## src/rtl/eq_resp_pkg.sv

```systemverilog
`timescale 1ns/1ps
// Shared widths, codes and helpers for the transmit tap update responder.
// Assumes the three settings fit the field widths given here.
package eq_resp_pkg;
    localparam int PRE_W    = 4;
    localparam int POST_W   = 5;
    localparam int MAIN_W   = 6;
    localparam int NUM_TAPS = 3;
    localparam int CODE_W   = 2;
    // Processing order index of each tap
    localparam int TAP_POST = 0;
    localparam int TAP_MAIN = 1;
    localparam int TAP_PRE  = 2;

    typedef enum logic [1:0] {
        ST_NOT_UPD = 2'd0,
        ST_UPDATED = 2'd1,
        ST_MIN     = 2'd2,
        ST_MAX     = 2'd3
    } tap_stat_t;

    typedef enum logic [1:0] {
        RQ_HOLD = 2'd0,
        RQ_INC  = 2'd1,
        RQ_DEC  = 2'd2,
        RQ_RSVD = 2'd3
    } step_req_t;

    typedef struct packed {
        logic [PRE_W-1:0]  pre;
        logic [MAIN_W-1:0] main;
        logic [POST_W-1:0] post;
    } tap_set_t;

    // Pre ratios the analog lane can realise
    function automatic logic pre_on_grid(input logic [PRE_W-1:0] v);
        logic ok;
        case (int'(v))
            0, 1, 3, 5, 7, 9, 11, 12: ok = 1'b1;
            default:                  ok = 1'b0;
        endcase
        return ok;
    endfunction

    // Post ratios the analog lane can realise
    function automatic logic post_on_grid(input logic [POST_W-1:0] v);
        logic ok;
        case (int'(v))
            0, 1, 3, 5, 7, 9, 11, 13, 15, 16: ok = 1'b1;
            default:                          ok = 1'b0;
        endcase
        return ok;
    endfunction
endpackage

```

## src/rtl/eq_legal_chk.sv

```systemverilog
`timescale 1ns/1ps
// Combined legality and grid check of one candidate tap set.
// Purely combinational; assumes settings are unsigned and within field width.
module eq_legal_chk
    import eq_resp_pkg::*;
#(
    parameter int SUM_LIMIT   = 48,
    parameter int MAIN_FLOOR  = 26,
    parameter int SUM_WEIGHT  = 4,
    parameter int DIFF_WEIGHT = 17
) (
    input  tap_set_t cand,
    output logic     legal,
    output logic     on_grid
);
    localparam int AW = MAIN_W + 6;

    logic signed [AW-1:0] sum_s;
    logic signed [AW-1:0] diff_s;
    logic signed [AW-1:0] lhs_s;
    logic signed [AW-1:0] rhs_s;

    // Weighted sum and margin of the candidate set
    always_comb begin
        sum_s  = AW'(cand.pre) + AW'(cand.post) + AW'(cand.main);
        diff_s = AW'(cand.main) - AW'(cand.pre) - AW'(cand.post);
        lhs_s  = sum_s * AW'(SUM_WEIGHT);
        rhs_s  = diff_s * AW'(DIFF_WEIGHT);
    end

    // All four inequalities must hold
    assign legal = (sum_s <= AW'(SUM_LIMIT))
                && (lhs_s < rhs_s)
                && (POST_W'(cand.pre) <= cand.post)
                && (cand.main >= MAIN_W'(MAIN_FLOOR));

    // Both outer ratios must sit on a realisable value
    assign on_grid = pre_on_grid(cand.pre) && post_on_grid(cand.post);
endmodule

```

## src/rtl/eq_tap_step.sv

```systemverilog
`timescale 1ns/1ps
// One link of the per-strobe step chain: applies an increment or decrement
// to the tap selected by TAP, judged on the set left by earlier links.
// Assumes stat_in is this tap's status after hold and preset handling.
module eq_tap_step
    import eq_resp_pkg::*;
#(
    parameter int TAP         = TAP_POST,
    parameter int PRE_TOP     = 8,
    parameter int POST_TOP    = 16,
    parameter int MAIN_TOP    = 48,
    parameter int SUM_LIMIT   = 48,
    parameter int MAIN_FLOOR  = 26,
    parameter int SUM_WEIGHT  = 4,
    parameter int DIFF_WEIGHT = 17
) (
    input  step_req_t code,
    input  tap_stat_t stat_in,
    input  tap_set_t  cur_in,
    input  tap_set_t  wrd_in,
    input  logic      refresh_in,
    output tap_stat_t stat_out,
    output tap_set_t  cur_out,
    output tap_set_t  wrd_out,
    output logic      refresh_out
);
    localparam int FW = MAIN_W;

    logic [FW-1:0] fv_now;
    logic [FW-1:0] fv_new;
    logic          lim_inc;
    logic          lim_dec;
    logic          want_inc;
    logic          want_step;
    logic          at_limit;
    logic          cand_legal;
    logic          cand_grid;
    tap_set_t      cand;

    assign want_inc  = (code == RQ_INC);
    assign want_step = ((code == RQ_INC) || (code == RQ_DEC)) && (stat_in == ST_NOT_UPD);

    generate
        if (TAP == TAP_MAIN) begin : g_main
            assign fv_now  = FW'(cur_in.main);
            assign lim_inc = (fv_now == FW'(MAIN_TOP));
            assign lim_dec = (fv_now == '0);
            assign fv_new  = want_inc ? fv_now + FW'(1) : fv_now - FW'(1);
            // Candidate set with the main setting moved
            always_comb begin
                cand      = cur_in;
                cand.main = MAIN_W'(fv_new);
            end
        end else if (TAP == TAP_POST) begin : g_post
            assign fv_now  = FW'(cur_in.post);
            assign lim_inc = (fv_now == '0);
            assign lim_dec = (fv_now == FW'(POST_TOP));
            assign fv_new  = want_inc ? fv_now - FW'(1) : fv_now + FW'(1);
            // Candidate set with the post ratio moved (inverted sense)
            always_comb begin
                cand      = cur_in;
                cand.post = POST_W'(fv_new);
            end
        end else begin : g_pre
            assign fv_now  = FW'(cur_in.pre);
            assign lim_inc = (fv_now == '0);
            assign lim_dec = (fv_now == FW'(PRE_TOP));
            assign fv_new  = want_inc ? fv_now - FW'(1) : fv_now + FW'(1);
            // Candidate set with the pre ratio moved (inverted sense)
            always_comb begin
                cand     = cur_in;
                cand.pre = PRE_W'(fv_new);
            end
        end
    endgenerate

    assign at_limit = want_inc ? lim_inc : lim_dec;

    eq_legal_chk #(
        .SUM_LIMIT  (SUM_LIMIT),
        .MAIN_FLOOR (MAIN_FLOOR),
        .SUM_WEIGHT (SUM_WEIGHT),
        .DIFF_WEIGHT(DIFF_WEIGHT)
    ) u_legal (
        .cand   (cand),
        .legal  (cand_legal),
        .on_grid(cand_grid)
    );

    // Decide the outcome of this link
    always_comb begin
        stat_out    = stat_in;
        cur_out     = cur_in;
        wrd_out     = wrd_in;
        refresh_out = refresh_in;
        if (want_step) begin
            if (at_limit || !cand_legal) begin
                stat_out = want_inc ? ST_MAX : ST_MIN;
            end else begin
                stat_out = ST_UPDATED;
                cur_out  = cand;
                if (cand_grid) begin
                    wrd_out     = cand;
                    refresh_out = 1'b1;
                end
            end
        end
    end
endmodule

```

## src/rtl/eq_tap_responder.sv

```systemverilog
`timescale 1ns/1ps
// Transmit tap update responder: decodes partner requests on each strobe,
// applies hold, preset, initialize and per-tap steps, keeps the per-tap
// status and drives the packed equalization control word.
// Assumes at most one request per strobe; req_word is sampled only with req_valid.
module eq_tap_responder
    import eq_resp_pkg::*;
#(
    parameter int                WORD_W      = 32,
    parameter int                REQ_W       = 14,
    parameter logic [WORD_W-1:0] BASE_WORD   = 32'h2420_0000,
    parameter int                PRE_LSB     = 22,
    parameter int                POST_LSB    = 16,
    parameter int                MAIN_LSB    = 8,
    parameter int                PRESET_BIT  = 13,
    parameter int                INIT_BIT    = 12,
    parameter int                DEF_PRE     = 3,
    parameter int                DEF_MAIN    = 32,
    parameter int                DEF_POST    = 13,
    parameter int                PSET_PRE    = 0,
    parameter int                PSET_MAIN   = 48,
    parameter int                PSET_POST   = 0,
    parameter int                PRE_TOP     = 8,
    parameter int                POST_TOP    = 16,
    parameter int                MAIN_TOP    = 48,
    parameter int                SUM_LIMIT   = 48,
    parameter int                MAIN_FLOOR  = 26,
    parameter int                SUM_WEIGHT  = 4,
    parameter int                DIFF_WEIGHT = 17
) (
    input  logic                       clk,
    input  logic                       rst_n,
    input  logic                       req_valid,
    input  logic [REQ_W-1:0]           req_word,
    input  logic                       partner_rx_ready,
    output logic [CODE_W*NUM_TAPS-1:0] tap_stat_o,
    output logic [PRE_W-1:0]           pre_o,
    output logic [MAIN_W-1:0]          main_o,
    output logic [POST_W-1:0]          post_o,
    output logic [WORD_W-1:0]          ctrl_word_o,
    output logic                       ctrl_upd_o
);
    localparam int       CODE_BITS = CODE_W * NUM_TAPS;
    localparam tap_set_t DEFAULTS  = '{pre: PRE_W'(DEF_PRE), main: MAIN_W'(DEF_MAIN),
                                       post: POST_W'(DEF_POST)};
    localparam tap_set_t PRESETS   = '{pre: PRE_W'(PSET_PRE), main: MAIN_W'(PSET_MAIN),
                                       post: POST_W'(PSET_POST)};

    tap_stat_t st_q    [NUM_TAPS];
    tap_stat_t st_hold [NUM_TAPS];
    tap_stat_t st_ctl  [NUM_TAPS];
    tap_stat_t st_step [NUM_TAPS];
    tap_stat_t st_fin  [NUM_TAPS];
    step_req_t code    [NUM_TAPS];

    tap_set_t cur_q, wrd_q;
    tap_set_t cur_ctl, wrd_ctl;
    tap_set_t cur_ch [NUM_TAPS+1];
    tap_set_t wrd_ch [NUM_TAPS+1];
    logic     ref_ch [NUM_TAPS+1];
    tap_set_t cur_fin, wrd_fin;
    logic     ref_ctl, ref_fin;
    logic     upd_q;
    logic     preset_req, init_req, ctl_req, all_idle;
    logic     unused_req_bits;

    assign preset_req      = req_word[PRESET_BIT];
    assign init_req        = req_word[INIT_BIT];
    assign ctl_req         = preset_req || init_req;
    assign unused_req_bits = ^req_word[INIT_BIT-1:CODE_BITS];

    // Request code per tap; the c(+1) code sits in the top pair of bits
    generate
        for (genvar g = 0; g < NUM_TAPS; g++) begin : g_code
            assign code[g] = step_req_t'(req_word[CODE_W*(NUM_TAPS-1-g) +: CODE_W]);
            assign tap_stat_o[CODE_W*(NUM_TAPS-1-g) +: CODE_W] = st_q[g];
        end
    endgenerate

    // Hold codes return a tap to not updated unless preset/initialize is asked
    always_comb begin
        all_idle = 1'b1;
        for (int t = 0; t < NUM_TAPS; t++) begin
            st_hold[t] = (!ctl_req && code[t] == RQ_HOLD) ? ST_NOT_UPD : st_q[t];
            if (st_q[t] != ST_NOT_UPD) all_idle = 1'b0;
        end
    end

    // Preset and initialize, gated on every tap being not updated
    always_comb begin
        st_ctl  = st_hold;
        cur_ctl = cur_q;
        wrd_ctl = wrd_q;
        ref_ctl = 1'b0;
        if (ctl_req && all_idle) begin
            if (preset_req) begin
                cur_ctl = PRESETS;
                for (int t = 0; t < NUM_TAPS; t++) st_ctl[t] = ST_MAX;
            end
            if (init_req) begin
                cur_ctl = DEFAULTS;
                for (int t = 0; t < NUM_TAPS; t++) st_ctl[t] = ST_UPDATED;
            end
            wrd_ctl = cur_ctl;
            ref_ctl = 1'b1;
        end
    end

    assign cur_ch[0] = cur_ctl;
    assign wrd_ch[0] = wrd_ctl;
    assign ref_ch[0] = ref_ctl;

    // Step chain in processing order c(+1), c(0), c(-1)
    generate
        for (genvar g = 0; g < NUM_TAPS; g++) begin : g_chain
            eq_tap_step #(
                .TAP        (g),
                .PRE_TOP    (PRE_TOP),
                .POST_TOP   (POST_TOP),
                .MAIN_TOP   (MAIN_TOP),
                .SUM_LIMIT  (SUM_LIMIT),
                .MAIN_FLOOR (MAIN_FLOOR),
                .SUM_WEIGHT (SUM_WEIGHT),
                .DIFF_WEIGHT(DIFF_WEIGHT)
            ) u_step (
                .code       (code[g]),
                .stat_in    (st_ctl[g]),
                .cur_in     (cur_ch[g]),
                .wrd_in     (wrd_ch[g]),
                .refresh_in (ref_ch[g]),
                .stat_out   (st_step[g]),
                .cur_out    (cur_ch[g+1]),
                .wrd_out    (wrd_ch[g+1]),
                .refresh_out(ref_ch[g+1])
            );
        end
    endgenerate

    // Partner ready overrides everything: clear statuses, no processing
    always_comb begin
        if (partner_rx_ready) begin
            for (int t = 0; t < NUM_TAPS; t++) st_fin[t] = ST_NOT_UPD;
            cur_fin = cur_q;
            wrd_fin = wrd_q;
            ref_fin = 1'b0;
        end else begin
            st_fin  = st_step;
            cur_fin = cur_ch[NUM_TAPS];
            wrd_fin = wrd_ch[NUM_TAPS];
            ref_fin = ref_ch[NUM_TAPS];
        end
    end

    // State registers, loaded only on a request strobe
    always_ff @(posedge clk) begin
        if (!rst_n) begin
            for (int t = 0; t < NUM_TAPS; t++) st_q[t] <= ST_NOT_UPD;
            cur_q <= DEFAULTS;
            wrd_q <= DEFAULTS;
            upd_q <= 1'b0;
        end else if (req_valid) begin
            st_q  <= st_fin;
            cur_q <= cur_fin;
            wrd_q <= wrd_fin;
            upd_q <= ref_fin;
        end else begin
            upd_q <= 1'b0;
        end
    end

    assign pre_o       = cur_q.pre;
    assign main_o      = cur_q.main;
    assign post_o      = cur_q.post;
    assign ctrl_upd_o  = upd_q;
    assign ctrl_word_o = BASE_WORD
                       | (WORD_W'(wrd_q.pre)  << PRE_LSB)
                       | (WORD_W'(wrd_q.post) << POST_LSB)
                       | (WORD_W'(wrd_q.main) << MAIN_LSB);
endmodule

```

## config.mk

```make
export PLATFORM = sky130hd
export DESIGN_NAME = eq_tap_responder
export DESIGN_NICKNAME = d
export VERILOG_FILES = /design/src/rtl/eq_resp_pkg.sv /design/src/rtl/eq_legal_chk.sv /design/src/rtl/eq_tap_step.sv /design/src/rtl/eq_tap_responder.sv
export SDC_FILE = /design/constraint.sdc
export NUM_CORES = 1
export LEC_CHECK = 0
export BUFFER_PORTS_ARGS = -buffer_cell sky130_fd_sc_hd__clkbuf_2
export CAP_MARGIN = 20
export CELL_PAD_IN_SITES_DETAIL_PLACEMENT = 1
export CELL_PAD_IN_SITES_GLOBAL_PLACEMENT = 2
export CORE_ASPECT_RATIO = 1.1
export CORE_MARGIN = 2
export CORE_UTILIZATION = 40
export DETAILED_ROUTE_END_ITERATION = 6
export GPL_TIMING_DRIVEN = 0
export PLACE_DENSITY = 0.84
export SLEW_MARGIN = 0
export SYNTH_ARGS = -nofsm -noshare
export SYNTH_HDL_FRONTEND = slang
export SYNTH_SLANG_ARGS = --single-unit
```

## constraint.sdc

```tcl
create_clock -name clk -period 58.3 [get_ports clk]
set_input_delay 11.66 -clock clk [delete_from_list [all_inputs] [get_ports clk]]
set_output_delay 11.66 -clock clk [all_outputs]
set_load 0.1 [all_outputs]
```

# Yosys cells after proc, flatten, opt, wreduce, memory -nomap -nowiden
# Memory sizes are Yosys's and may differ from the RTL's.
# Index checks and enable logic that the tools add are counted.
dict set report op_classes {
  add_sub_neg 18
  multipliers 3
  n_lt_le_gt_ge 12
  eq_ne 9
  mux 55
  bitwise 5
  n_reduce_logical 44
}
# cell n
set op_table {}
lappend op_table {{15-bit 2-to-1 mux} 16}
lappend op_table {{12-bit by 7-bit less-or-equal comparator with 1-bit output, second input constant} 3}
lappend op_table {{12-bit less-than comparator} 3}
lappend op_table {{8-bit by 6-bit multiplier with 12-bit output, second input constant} 3}
lappend op_table {{6-bit 2-to-1 mux} 5}
lappend op_table {{30-bit by 14-bit bitwise OR with 30-bit output} 1}
lappend op_table {{30-bit by 21-bit bitwise OR with 30-bit output} 1}
lappend op_table {{12-bit by 6-bit adder with 12-bit output} 2}
lappend op_table {{7-bit by 6-bit subtractor with 8-bit output} 3}
lappend op_table {{11-bit 2-to-1 mux} 2}
lappend op_table {{6-bit by 4-bit subtractor with 7-bit output} 3}
lappend op_table {{1-bit logical AND} 19}
lappend op_table {{1-bit 2-to-1 mux} 19}
lappend op_table {{4-bit by 5-bit adder with 6-bit output} 3}
lappend op_table {{6-bit by 5-bit >= comparator with 1-bit output, second input constant} 3}
lappend op_table {{6-bit zero test} 3}
lappend op_table {{2-bit 2-to-1 mux} 9}
lappend op_table {{4-bit by 5-bit less-or-equal comparator with 1-bit output} 3}
lappend op_table {{5-bit 2-to-1 mux} 3}
lappend op_table {{2-bit zero test} 6}
lappend op_table {{6-bit by 6-bit adder with 7-bit output} 1}
lappend op_table {{1-bit logical OR} 7}
lappend op_table {{6-bit by 1-bit adder with 6-bit output, second input constant} 1}
lappend op_table {{2-bit by 1-bit equality test with 1-bit output, second input constant} 3}
lappend op_table {{other kinds (15)} 24}
dict set report word_totals {
  ff_bits 37
  romBits 144
  input_bits 18
  word_cells 162
  n_memories 6
}
# memory depth width read_ports rd_clocked_by_memory_dff write_ports line
set memory_table {}
lappend memory_table {{(no name shown)} 32 1 1 0 0 eq_resp_pkg.sv:48} ;# case (int'(v))
lappend memory_table {{(no name shown)} 32 1 1 0 0 eq_resp_pkg.sv:48}
lappend memory_table {{(no name shown)} 32 1 1 0 0 eq_resp_pkg.sv:48}
lappend memory_table {{(no name shown)} 16 1 1 0 0 eq_resp_pkg.sv:38} ;# case (int'(v))
lappend memory_table {{(no name shown)} 16 1 1 0 0 eq_resp_pkg.sv:38}
lappend memory_table {{(no name shown)} 16 1 1 0 0 eq_resp_pkg.sv:38}

# Longest topological paths before layout
# Gate-level depths: netlist of run 1.
dict set report logic_depth {
  word_depth 41
  mapped_depth 79
}

# Modules after synthesis
# Synthesis of run 1 repeated with hierarchy kept, for this count alone.
dict set report unflattened {
  hier_cells 941
  area_unflattened_um2 7896.3
}
# mod n_inst cells_each area_each_um2 seq_area_each_um2
set by_module_without_submodules {}
lappend by_module_without_submodules {eq_tap_responder 1 236 1910.6 740.7}
lappend by_module_without_submodules {{eq_legal_chk (g_chain[1].u_step.u_legal)} 1 169 1392.6 0.0}
lappend by_module_without_submodules {{eq_legal_chk (g_chain[0].u_step.u_legal)} 1 165 1387.6 0.0}
lappend by_module_without_submodules {{eq_legal_chk (g_chain[2].u_step.u_legal)} 1 164 1378.8 0.0}
lappend by_module_without_submodules {{eq_tap_step (g_chain[1].u_step)} 1 68 633.1 0.0}
lappend by_module_without_submodules {{eq_tap_step (g_chain[0].u_step)} 1 76 621.8 0.0}
lappend by_module_without_submodules {{eq_tap_step (g_chain[2].u_step)} 1 63 571.8 0.0}

# Worst setup path after synthesis of run 1
# Ideal clock, no wire load.
dict set report synth_timing {
  path_type {input port to flip-flop}
  start {input port req_word[13]}
  end {register wrd_q[1] (netlist name)}
  t_arrival_ns 27.557
  required_ns 58.178
  setup_slack_ns 30.621
  stages 69
  path_buffers 2
  path_cell_list {or2_2 -> nand3_1 -> clkbuf_1 -> nand2_1 -> ha_1 -> inv_1 -> fa_1 -> fa_1 -> a21o_1 -> a21oi_1 -> nor2b_1 -> or3_1 -> xor2_1 -> ha_1 -> ha_1 -> ha_1 -> fa_1 -> inv_1 -> [... 33 more ...] -> a211oi_1 -> a2111oi_4 -> xnor2_1 -> ha_1 -> ha_1 -> ha_1 -> fa_1 -> inv_1 -> ha_1 -> o21a_1 -> o21a_1 -> o21ai_0 -> nand4_1 -> nor4_4 -> and2_1 -> a221oi_4 -> and3_1 -> a311o_1}
}
dict set report synth_between {
  elab_chain_len 37
  elab_cells_between_ends 105
}
# item line
set synth_lines {}
lappend synth_lines {{start: declaration} eq_tap_responder.sv:34} ;# input logic [REQ_W-1:0] req_word,
lappend synth_lines {{15-bit 2-to-1 mux} eq_tap_responder.sv:96} ;# if (preset_req) begin
lappend synth_lines {{15-bit 2-to-1 mux} eq_tap_responder.sv:100} ;# if (init_req) begin
lappend synth_lines {{15-bit 2-to-1 mux (2 in a row)} eq_tap_responder.sv:95} ;# if (ctl_req && all_idle) begin
lappend synth_lines {{5-bit by 1-bit adder with 5-bit output / 5-bit by 1-bit subtractor with 5-bit output (equally long branches)} eq_tap_step.sv:58} ;# assign fv_new = want_inc ? fv_now - FW'(1) : fv_now + FW'(1);
lappend synth_lines {{5-bit 2-to-1 mux} eq_tap_step.sv:58}
lappend synth_lines {{7-bit by 6-bit subtractor with 8-bit output / 4-bit by 5-bit adder with 6-bit output (equally long branches)} {eq_legal_chk.sv:26, eq_legal_chk.sv:25}}
lappend synth_lines {{8-bit by 6-bit multiplier with 12-bit output / 6-bit by 6-bit adder with 7-bit output (equally long branches)} {eq_legal_chk.sv:28, eq_legal_chk.sv:25}}
lappend synth_lines {{12-bit less-than comparator / 12-bit by 7-bit less-or-equal comparator with 1-bit output (equally long branches)} {eq_legal_chk.sv:33, eq_legal_chk.sv:32}}
lappend synth_lines {{[... 20 more ...]} n/a}
lappend synth_lines {{12-bit less-than comparator} eq_legal_chk.sv:33} ;# && (lhs_s < rhs_s)
lappend synth_lines {{1-bit logical AND} eq_legal_chk.sv:33}
lappend synth_lines {{1-bit logical AND} eq_legal_chk.sv:34} ;# && (POST_W'(cand.pre) <= cand.post)
lappend synth_lines {{1-bit logical AND} eq_legal_chk.sv:35} ;# && (cand.main >= MAIN_W'(MAIN_FLOOR));
lappend synth_lines {{1-bit zero test} eq_tap_step.sv:97} ;# if (at_limit || !cand_legal) begin
lappend synth_lines {{1-bit logical OR} eq_tap_step.sv:97}
lappend synth_lines {{15-bit 2-to-1 mux} eq_tap_step.sv:97}
lappend synth_lines {{15-bit 2-to-1 mux *} eq_tap_step.sv:96} ;# if (want_step) begin
lappend synth_lines {{end signal: assignment} eq_tap_responder.sv:164} ;# wrd_q <= wrd_fin;
lappend synth_lines {{end: declaration} eq_tap_responder.sv:56} ;# tap_set_t cur_q, wrd_q;
# Mark *: on every way between the ends. The rest lies on a longest branch, timed or not. The select of a mux whose other input is x is not followed.
# A chain may end at the register's enable or synchronous reset.

# Final worst setup path of run 1
dict set report layout_timing {
  start {input port req_word[12]}
  end {register wrd_q[5] (netlist name)}
}
dict set report layout_between {
  elab_chain_len 36
  elab_cells_between_ends 104
}
# item line
set layout_lines {}
lappend layout_lines {{15-bit 2-to-1 mux / 1-bit logical OR (equally long branches)} {eq_tap_responder.sv:100, eq_tap_responder.sv:69}}
lappend layout_lines {{15-bit 2-to-1 mux / 1-bit logical AND (equally long branches)} eq_tap_responder.sv:95}
lappend layout_lines {{15-bit 2-to-1 mux} eq_tap_responder.sv:95}
lappend layout_lines {{5-bit by 1-bit adder with 5-bit output / 5-bit by 1-bit subtractor with 5-bit output (equally long branches)} eq_tap_step.sv:58}
lappend layout_lines {{5-bit 2-to-1 mux} eq_tap_step.sv:58}
lappend layout_lines {{7-bit by 6-bit subtractor with 8-bit output / 4-bit by 5-bit adder with 6-bit output (equally long branches)} {eq_legal_chk.sv:26, eq_legal_chk.sv:25}}
lappend layout_lines {{8-bit by 6-bit multiplier with 12-bit output / 6-bit by 6-bit adder with 7-bit output (equally long branches)} {eq_legal_chk.sv:28, eq_legal_chk.sv:25}}
lappend layout_lines {{12-bit less-than comparator / 12-bit by 7-bit less-or-equal comparator with 1-bit output (equally long branches)} {eq_legal_chk.sv:33, eq_legal_chk.sv:32}}
lappend layout_lines {{[... 20 more ...]} n/a}
lappend layout_lines {{12-bit less-than comparator} eq_legal_chk.sv:33}
lappend layout_lines {{1-bit logical AND} eq_legal_chk.sv:33}
lappend layout_lines {{1-bit logical AND} eq_legal_chk.sv:34}
lappend layout_lines {{1-bit logical AND} eq_legal_chk.sv:35}
lappend layout_lines {{1-bit zero test} eq_tap_step.sv:97}
lappend layout_lines {{1-bit logical OR} eq_tap_step.sv:97}
lappend layout_lines {{15-bit 2-to-1 mux} eq_tap_step.sv:97}
lappend layout_lines {{15-bit 2-to-1 mux *} eq_tap_step.sv:96}
# Marked as above.

==> results of run 1 <==
==> critical path: cells and delay by family <==
| kind | cells | cell delay (ps) |
|---|---|---|
| xor gates and xnor gates | 6 | 1460 |
| muxes | 2 | 700 |
| adders and majority gates | 20 | 6250 |
| AOI/OAI and AO/OA | 21 | 5090 |
| buffers and inverters | 7 | 1330 |
| and+or+nand+nor | 17 | 3940 |
==> cell type report <==
class | count | share of cell area (%)
multi-input cells | 830 | 75.86
flip-flops and latches | 37 | 8.491
clock buffers | 5 | 1.434
inverters | 105 | 4.518
repair buffers | 48 | 2.840
plain buffers | 39 | 2.567
well taps | 247 | 3.543
clock inverters | 3 | 0.7458
==> through the flow <==
stage | setup slack (ps) | util, %
2_1_floorplan | 30620 | -
3_3_place_gp | 27820 | 44.15
3_5_place_dp | 27730 | 44.15
5_1_grt | 26700 | 45.21
6_report | 27980 | 45.21
4_1_cts | 27910 | 45.14
==> worst max path at each step <==
stage                            start  endpoint  slack (ps)
after global placement    req_word[12]  wrd_q[5]       27820
after floorplan           req_word[13]  wrd_q[1]       30620
after detailed placement  req_word[12]  wrd_q[5]       27730
final                     req_word[12]  wrd_q[5]       27980
after CTS                 req_word[12]  wrd_q[5]       27910
after global routing      req_word[12]  wrd_q[5]       26700
==> metal layers <==
| layer | wire (um) | vias to the layer above | GRT usage [%] |
|---|---|---|---|
| met1 | 11940 | 3690 | 32.98 |
| met3 | 1080 | 51 | 2.043 |
| met2 | 12320 | 172 | 43.44 |
| li1 | - | 3661 | - |
| met5 | 0 | - | 0 |
| met4 | 957 | 0 | 8.776 |
==> registers in the layout, indices dropped and copies added (netlist names) <==
name and flops:
ctrl_upd_o 1, main_o 6, post_o 5, pre_o 4, tap_stat_o 6, wrd_q 15
==> logic make-up after synthesis <==
logic type | share of synthesized area [%]
AO/OA/AOI/OAI | 23.40
XOR/XNOR | 8.784
adder cells (fa/ha/maj) | 28.06
buffers and inverters | 7.804
flip-flops | 9.352
multiplexers | 3.586
other | 0.09482
AND/OR/NAND/NOR | 18.93
==> synth_stat cells (6+ instances only) <==
master,n
sky130_fd_sc_hd__a31oi_1,11
sky130_fd_sc_hd__o21a_1,12
sky130_fd_sc_hd__a211oi_1,18
sky130_fd_sc_hd__or3_1,6
sky130_fd_sc_hd__o21ai_0,44
sky130_fd_sc_hd__or2_2,6
sky130_fd_sc_hd__nand4_1,6
sky130_fd_sc_hd__mux2i_1,16
sky130_fd_sc_hd__fa_1,22
sky130_fd_sc_hd__inv_1,103
sky130_fd_sc_hd__nor3b_1,7
sky130_fd_sc_hd__a21oi_1,55
sky130_fd_sc_hd__o211ai_1,14
sky130_fd_sc_hd__and3_1,6
sky130_fd_sc_hd__o21bai_1,7
sky130_fd_sc_hd__xnor2_1,45
sky130_fd_sc_hd__nand2b_1,10
sky130_fd_sc_hd__nand3_1,27
sky130_fd_sc_hd__ha_1,139
sky130_fd_sc_hd__a21o_1,30
sky130_fd_sc_hd__dfxtp_1,37
sky130_fd_sc_hd__xor2_1,25
sky130_fd_sc_hd__nor2b_1,19
sky130_fd_sc_hd__nor2_1,67
sky130_fd_sc_hd__clkbuf_1,18
sky130_fd_sc_hd__o311ai_1,6
sky130_fd_sc_hd__nor3_1,23
sky130_fd_sc_hd__buf_4,18
sky130_fd_sc_hd__and2_1,7
sky130_fd_sc_hd__nand2_1,81
==> impl_metrics.yaml, run 1 <==
clock_tree:
  cts.repair_timing.setup_buffer_count: 0
  cts_sinks: 37
  worst_skew_pair.late_latency_ps: 290
  worst_setup_hold_path_clk_slew_ps: 60
  tritoncts_clock_tree: "built"
  cell_at_the_root_of_the_clock_tree: "sky130_fd_sc_hd__clkbuf_16"
  htreeDepth: 2
  cts_max_path_bufs: 2
  cts_made_buffers: 5
  cts_hold_buffers: 0
  ctsResizeCount: 0
floorplan:
  fp.dieArea_sq_um: 20940
  rows: 53
  die_width_um: 138.2
  die_h_um: 151.6
  coreArea_sq_um: 19300
  ios: 72
  floorplan.initialDensity_pct: 41.04
yosys:
  syn-cell-area_sq_um: 7920
  synth.top_cells.by_area: "sky130_fd_sc_hd__ha_1 (22%), sky130_fd_sc_hd__dfxtp_1 (9.4%), sky130_fd_sc_hd__fa_1 (5.6%)"
  yosys_register_bits: 37
  synthDistinctLibCells: 91
  post-synth-top-area-fraction_pct: 21.96
  cell_type_contributing_the_most_total_cell_area_after_synthesis: "sky130_fd_sc_hd__ha_1"
  syn_inst: 996
  avgSynthCellArea_sq_um: 7.952
  async_set_or_reset_flop_fraction_in_the_synthesized_netlist_pct: 0
  synth-edff-count: 0
  yosysWarnings: 0
  synth_flop_cell: "sky130_fd_sc_hd__dfxtp_1"
  yosysSeqAreaShare_pct: 9.352
critical_path:
  r2r_end: "wrd_q[5]"
  crit-reg2reg-launch: "tap_stat_o[0]"
  arrival_ps: 30490
  cp-end-kind: "flop"
  cp_data_required_time_ps: 58470
  ff2ff_path_depth: 72
  timing.critical_path.mode_cell: "sky130_fd_sc_hd__ha_1"
  setup_slack_on_the_worst_flop_to_flop_path_ps: 38780
  path_max_fanout: 10
  crit_path_start_kind: "primary input"
  crit_type: "primary input to flop"
  crit_path_max_incr_delay_ps: 610
  slowest_stage: "sky130_fd_sc_hd__a2111oi_0"
cells_and_area:
  seq_area_sq_um: 740.7
  n_fill_cell: 2453
  finish.instance_area_sq_um: 8723
  commonest_non_fill_non_tap_cell_in_the_layout: "sky130_fd_sc_hd__ha_1"
  final_cell_mix: "sky130_fd_sc_hd__ha_1 (139), sky130_fd_sc_hd__inv_1 (103), sky130_fd_sc_hd__nand2_1 (81)"
  num_antenna_cells: 0
  fin_cells: 1314
  final_layout_size_suffix_gt1_share_pct: 11.62
  nets: 1245
  flow.area_growth_from_synthesis_pct: 10.14
  multiInputGateArea_sq_um: 6618
drt:
  drtPass1Iterations: 5
  routed_via_density: 5.764
  detailedRoute.firstIterationViolations: 365
  detail_route.drc_violations: 0
  detailroute.via_count: 7574
  average_detailed_routed_wire_length_per_instance_um: 20.02
  totalWireLength_mm: 26.31
  ant_nets: 0
flow_run:
  max_cap_violation_count: 0
global_routing:
  grt_use_total_pct: 25.05
  grt-ovfl-total: 0
  grt_max_degree: 13
  grt_pass1_vias: 7614
  number_of_antenna_violations_at_the_first_check_in_global_routing: 0
  grt_pass1_wl_mm: 41.84
timing:
  min_period_ps: 30320
  min_period_over_period_pct: 52.00
  finalHoldWorstSlack_ps: 538.8
  setup_violations: 0
  unrepaired_setup_endpoints_after_global_routing: "no"
  worst_clk_skew_ps: 7.635
  timing.slew.headroom_pct: 33.16
  timing_worst_slew_pin_value_ps: 974.7
  final_max_slew_violation_count: 0
  hold_viol: 0
  finalSetupTns_ps: 0
  timing.fmax_ghz: 0.03298
hold_path:
  hold_class: "flop to flop"
  whs_endpoint: "wrd_q[8]"
  timing.hold.worst_path_depth: 2
  hold_path.startpoint: "wrd_q[8]"
status:
  outcome: "completed"
placement:
  io_buffer_count: 47
  place.detailed.instances: 1305
  instance_area_at_placement_sq_um: 8521
  place.gp.congestion: 0.9048
  hpwl_mm: 21.76
Power of run 1 is not shown: default switching activity piles up to over one toggle a cycle in this logic, so the estimate is an artifact.
==> run 2: changes to the inputs <==
--- a/config.mk
+++ b/config.mk
@@ -11,10 +11,10 @@
 export CELL_PAD_IN_SITES_GLOBAL_PLACEMENT = 2
 export CORE_ASPECT_RATIO = 1.1
 export CORE_MARGIN = 2
-export CORE_UTILIZATION = 40
+export CORE_UTILIZATION = 34
 export DETAILED_ROUTE_END_ITERATION = 6
 export GPL_TIMING_DRIVEN = 0
-export PLACE_DENSITY = 0.84
+export PLACE_DENSITY = 0.76
 export SLEW_MARGIN = 0
 export SYNTH_ARGS = -nofsm -noshare
 export SYNTH_HDL_FRONTEND = slang
==> constraint.sdc (replaced) <==
create_clock -name clk -period 26.6 [get_ports clk]
set_input_delay 5.32 -clock clk [delete_from_list [all_inputs] [get_ports clk]]
set_output_delay 5.32 -clock clk [all_outputs]
set_load 0.1 [all_outputs]
==> impl_metrics.yaml, run 2 (same netlist as run 1, synthesis figures left out) <==
hold_path:
  timing.hold.worst_path_depth: 2
  hold_path.startpoint: "wrd_q[12]"
  hold_class: "flop to flop"
  whs_endpoint: "wrd_q[12]"
placement:
  io_buffer_count: 47
  hpwl_mm: 22.32
  place.gp.congestion: 0.8963
  place.detailed.instances: 1358
drt:
  drtPass1Iterations: 5
  average_detailed_routed_wire_length_per_instance_um: 19.66
  detail_route.drc_violations: 0
  routed_via_density: 5.486
  totalWireLength_mm: 26.87
  detailroute.via_count: 7500
  detailedRoute.firstIterationViolations: 333
  ant_nets: 0
critical_path:
  arrival_ps: 24280
  critPathBufInv: 9
  timing.critical_path.mode_cell: "sky130_fd_sc_hd__ha_1"
  critical_path_s_top_delay_family: "adder cells"
  crit_path_max_incr_delay_ps: 700
  ff2ff_path_depth: 74
  crit_type: "primary input to flop"
  cp_data_required_time_ps: 26780
  crit-reg2reg-launch: "tap_stat_o[0]"
  cp-end-kind: "flop"
  setup_slack_on_the_worst_flop_to_flop_path_ps: 6950
  r2r_end: "wrd_q[5]"
  crit_path_start_kind: "primary input"
  path_max_fanout: 10
  slowest_stage: "sky130_fd_sc_hd__xnor2_1"
timing:
  hold_viol: 0
  final_max_slew_violation_count: 0
  timing_worst_slew_pin_value_ps: 1038
  unrepaired_setup_endpoints_after_global_routing: "no"
  timing.fmax_ghz: 0.04148
  min_period_ps: 24110
  worst_clk_skew_ps: 4.987
  timing.slew.headroom_pct: 28.82
  finalSetupTns_ps: 0
  setup_violations: 0
  min_period_over_period_pct: 90.62
global_routing:
  grt_pass1_vias: 7525
  grt_use_total_pct: 22.21
  grt-ovfl-total: 0
  number_of_antenna_violations_at_the_first_check_in_global_routing: 0
  grt_max_degree: 12
  grt_pass1_wl_mm: 42.23
floorplan:
  die_width_um: 149.5
  die_h_um: 164.1
  ios: 72
  rows: 58
  coreArea_sq_um: 22860
  fp.dieArea_sq_um: 24530
  floorplan.initialDensity_pct: 34.65
clock_tree:
  cts_sinks: 37
  tritoncts_clock_tree: "built"
  cts_hold_buffers: 0
  cell_at_the_root_of_the_clock_tree: "sky130_fd_sc_hd__clkbuf_16"
  cts_made_buffers: 5
  htreeDepth: 2
  cts_max_path_bufs: 2
  worst_skew_pair.late_latency_ps: 290
  cts.repair_timing.setup_buffer_count: 0
  worst_setup_hold_path_clk_slew_ps: 60
  ctsResizeCount: 0
cells_and_area:
  largest_reg_flops: 15
  flow.area_growth_from_synthesis_pct: 10.30
  commonest_non_fill_non_tap_cell_in_the_layout: "sky130_fd_sc_hd__ha_1"
  nets: 1245
  fin_cells: 1367
  final_cell_mix: "sky130_fd_sc_hd__ha_1 (139), sky130_fd_sc_hd__inv_1 (103), sky130_fd_sc_hd__nand2_1 (81)"
  num_antenna_cells: 0
  final_layout_size_suffix_gt1_share_pct: 11.34
  max_flop_register: "wrd_q"
status:
  outcome: "completed"
flow_run:
  max_cap_violation_count: 0
## run 2: cell count changes in the layout (fill, tap and decap cells not counted), sizes merged
| cell | delta |
|---|---|
| clkbuf | +3 |
| bufinv | -2 |
| clkinv | -1 |
## run 2: how the worst max path moves through the flow
stage | from | end | slack, ps | depth (start not counted)
CTS | req_word[12] | wrd_q[5] | 2390 | 74
floorplan | req_word[13] | wrd_q[1] | 5260 | 69
global route | req_word[12] | wrd_q[5] | 1200 | 74
detailed placement | req_word[12] | wrd_q[5] | 2150 | 74
finish | req_word[12] | wrd_q[5] | 2490 | 75
global placement | req_word[12] | wrd_q[5] | 2190 | 74
## run 2: layout make-up
| class | count | area, sq um |
|---|---|---|
| Multi-Input combinational cell | 830 | 6618 |
| Clock buffer | 8 | 136.4 |
| Timing Repair Buffer | 48 | 247.7 |
| Fill cell | 2855 | 14120 |
| Buffer | 39 | 224.0 |
| Tap cell | 300 | 375.4 |
| Inverter | 105 | 394.1 |
| Sequential cell | 37 | 740.7 |
## run 2: layer usage
metal / track usage (%) / part of all wire [%] / vias up
li1: - / - / 3667
met1: 29.59 / 46 / 3651
met2: 38.64 / 48 / 151
met3: 2.111 / 4.0 / 31
met4: 5.195 / 2.2 / 0
met5: 0 / 0 / -
## run 2: worst reg2reg max path, delay by kind of cell (launching register included)
family                     cells  cell delay, ps
and+or+nand+nor               16            3740
DFF                            1             380
buffers and inverters          8            1570
muxes                          1             190
adders and majority gates     20            6190
xor gates and xnor gates       6            1670
AOI/OAI and AO/OA             23            5820
## run 2: stage by stage
step | instance area, sq um | hold WS, ps | util (%) | worst slack [ps]
finish | 8736 | 519.1 | 38.22 | 2495
global route | 8736 | 553.2 | 38.22 | 1196
CTS | 8723 | 525.6 | 38.16 | 2392
detailed placement | 8587 | 511.9 | 37.56 | 2148
global placement | 8587 | 506.4 | 37.56 | 2189
floorplan | 7976 | 917.7 | - | 5261
Power of run 2 is left out for the same reason.
==> run 3: changes to the inputs <==
--- a/config.mk
+++ b/config.mk
@@ -7,7 +7,7 @@
 export LEC_CHECK = 0
 export BUFFER_PORTS_ARGS = -buffer_cell sky130_fd_sc_hd__clkbuf_2
 export CAP_MARGIN = 20
-export CELL_PAD_IN_SITES_DETAIL_PLACEMENT = 1
+export CELL_PAD_IN_SITES_DETAIL_PLACEMENT = 2
 export CELL_PAD_IN_SITES_GLOBAL_PLACEMENT = 2
 export CORE_ASPECT_RATIO = 1.1
 export CORE_MARGIN = 2
==> impl_metrics.yaml, run 3 (same netlist as run 1, synthesis figures left out) <==
critical_path:
  crit_type: "primary input to flop"
  path_max_fanout: 10
  setup_slack_on_the_worst_flop_to_flop_path_ps: 6460
  crit_path_start_kind: "primary input"
  crit_path_max_incr_delay_ps: 710
  arrival_ps: 24760
  critical_path_s_top_delay_family: "compound AO/OA/AOI/OAI gates"
  critPathBufInv: 8
  cp_data_required_time_ps: 26780
  cp-end-kind: "flop"
  timing.critical_path.mode_cell: "sky130_fd_sc_hd__ha_1"
  slowest_stage: "sky130_fd_sc_hd__xnor2_1"
clock_tree:
  cell_at_the_root_of_the_clock_tree: "sky130_fd_sc_hd__clkbuf_16"
  worst_setup_hold_path_clk_slew_ps: 70
  cts.repair_timing.setup_buffer_count: 0
  ctsResizeCount: 0
  worst_skew_pair.late_latency_ps: 290
  cts_made_buffers: 5
  tritoncts_clock_tree: "built"
  htreeDepth: 2
  cts_max_path_bufs: 2
  cts_hold_buffers: 0
  cts_sinks: 37
placement:
  place.detailed.instances: 1358
  place.gp.congestion: 0.8963
  io_buffer_count: 47
  hpwl_mm: 24.49
  post-place-ws_ps: 1860
cells_and_area:
  num_antenna_cells: 0
  final_cell_mix: "sky130_fd_sc_hd__ha_1 (139), sky130_fd_sc_hd__inv_1 (103), sky130_fd_sc_hd__nand2_1 (81)"
  largest_reg_flops: 15
  flow.area_growth_from_synthesis_pct: 10.22
  final_layout_size_suffix_gt1_share_pct: 11.63
  nets: 1244
  commonest_non_fill_non_tap_cell_in_the_layout: "sky130_fd_sc_hd__ha_1"
  fin_cells: 1366
  max_flop_register: "wrd_q"
  final_util_pct: 38.19
floorplan:
  die_h_um: 164.1
  floorplan.initialDensity_pct: 34.65
  rows: 58
  fp.dieArea_sq_um: 24530
  coreArea_sq_um: 22860
  die_width_um: 149.5
  ios: 72
global_routing:
  grt_pass1_vias: 8268
  number_of_antenna_violations_at_the_first_check_in_global_routing: 0
  grt_use_total_pct: 23.93
  grt_pass1_wl_mm: 45.51
  grt-ovfl-total: 0
  grt_max_degree: 13
timing:
  unrepaired_setup_endpoints_after_global_routing: "no"
  min_period_ps: 24590
  timing.slew.headroom_pct: 26.97
  final_max_slew_violation_count: 0
  final.setup.worst_slack_ps: 2014
  finalSetupTns_ps: 0
  timing_worst_slew_pin_value_ps: 1088
  setup_violations: 0
  hold_viol: 0
  min_period_over_period_pct: 92.43
  worst_clk_skew_ps: 9.847
  timing.fmax_ghz: 0.04067
flow_run:
  max_cap_violation_count: 0
status:
  outcome: "completed"
drt:
  detailroute.via_count: 7755
  detail_route.drc_violations: 0
  routed_via_density: 5.677
  detailedRoute.firstIterationViolations: 316
  drtPass1Iterations: 5
  ant_nets: 0
  totalWireLength_mm: 29.33
  average_detailed_routed_wire_length_per_instance_um: 21.47
hold_path:
  hold_class: "flop to flop"
[run 3: cell count changes in the layout (fill, tap and decap cells not counted)]
| cell | previous run | this run |
|---|---|---|
| sky130_fd_sc_hd__clkinvlp_4 | 0 | 1 |
| sky130_fd_sc_hd__dlymetal6s2s_1 | 1 | 0 |
| sky130_fd_sc_hd__clkinv_2 | 0 | 2 |
| sky130_fd_sc_hd__clkbuf_1 | 21 | 18 |
[run 3: final cells by class]
| class | instances | area [sq um] |
|---|---|---|
| clock inverter | 3 | 17.52 |
| clock buffer | 5 | 125.1 |
| multi-input combinational | 830 | 6618 |
| timing repair buffer | 47 | 235.2 |
| sequential | 37 | 740.7 |
| inverter | 105 | 394.1 |
| buffer | 39 | 224.0 |
| fill | 2709 | 14130 |
| tap | 300 | 375.4 |
[run 3: path summary, 6_finish.rpt]
check             cells past startpoint           from        to
setup / recovery                     74   req_word[12]  wrd_q[5]
hold / removal                        2       wrd_q[7]  wrd_q[7]
setup reg to reg                     73  tap_stat_o[0]  wrd_q[5]
hold reg to reg                       2       wrd_q[7]  wrd_q[7]
[run 3: worst min-delay path, cell delays in order, from the launching register on]
cell                       delay [ps]
sky130_fd_sc_hd__dfxtp_1          330
sky130_fd_sc_hd__nand3_1           70
sky130_fd_sc_hd__o311ai_1          80
[run 3: routing by layer]
metal,share of wire (%),up-vias,global-route usage [%]
li1,-,3665,-
met1,44,3917,30.07
met2,50,137,43.66
met3,2.6,36,2.028
met4,2.6,0,6.364
met5,0,-,0
[run 3: per-stage QoR]
| step | cell area [sq um] | hold WS, ps |
|---|---|---|
| finish | 8730 | 524.0 |
| global placement | 8587 | 506.4 |
| floorplan | 7976 | 917.7 |
| global route | 8730 | 534.1 |
| detailed placement | 8587 | 513.1 |
| CTS | 8730 | 525.6 |
Power of run 3 is left out for the same reason.
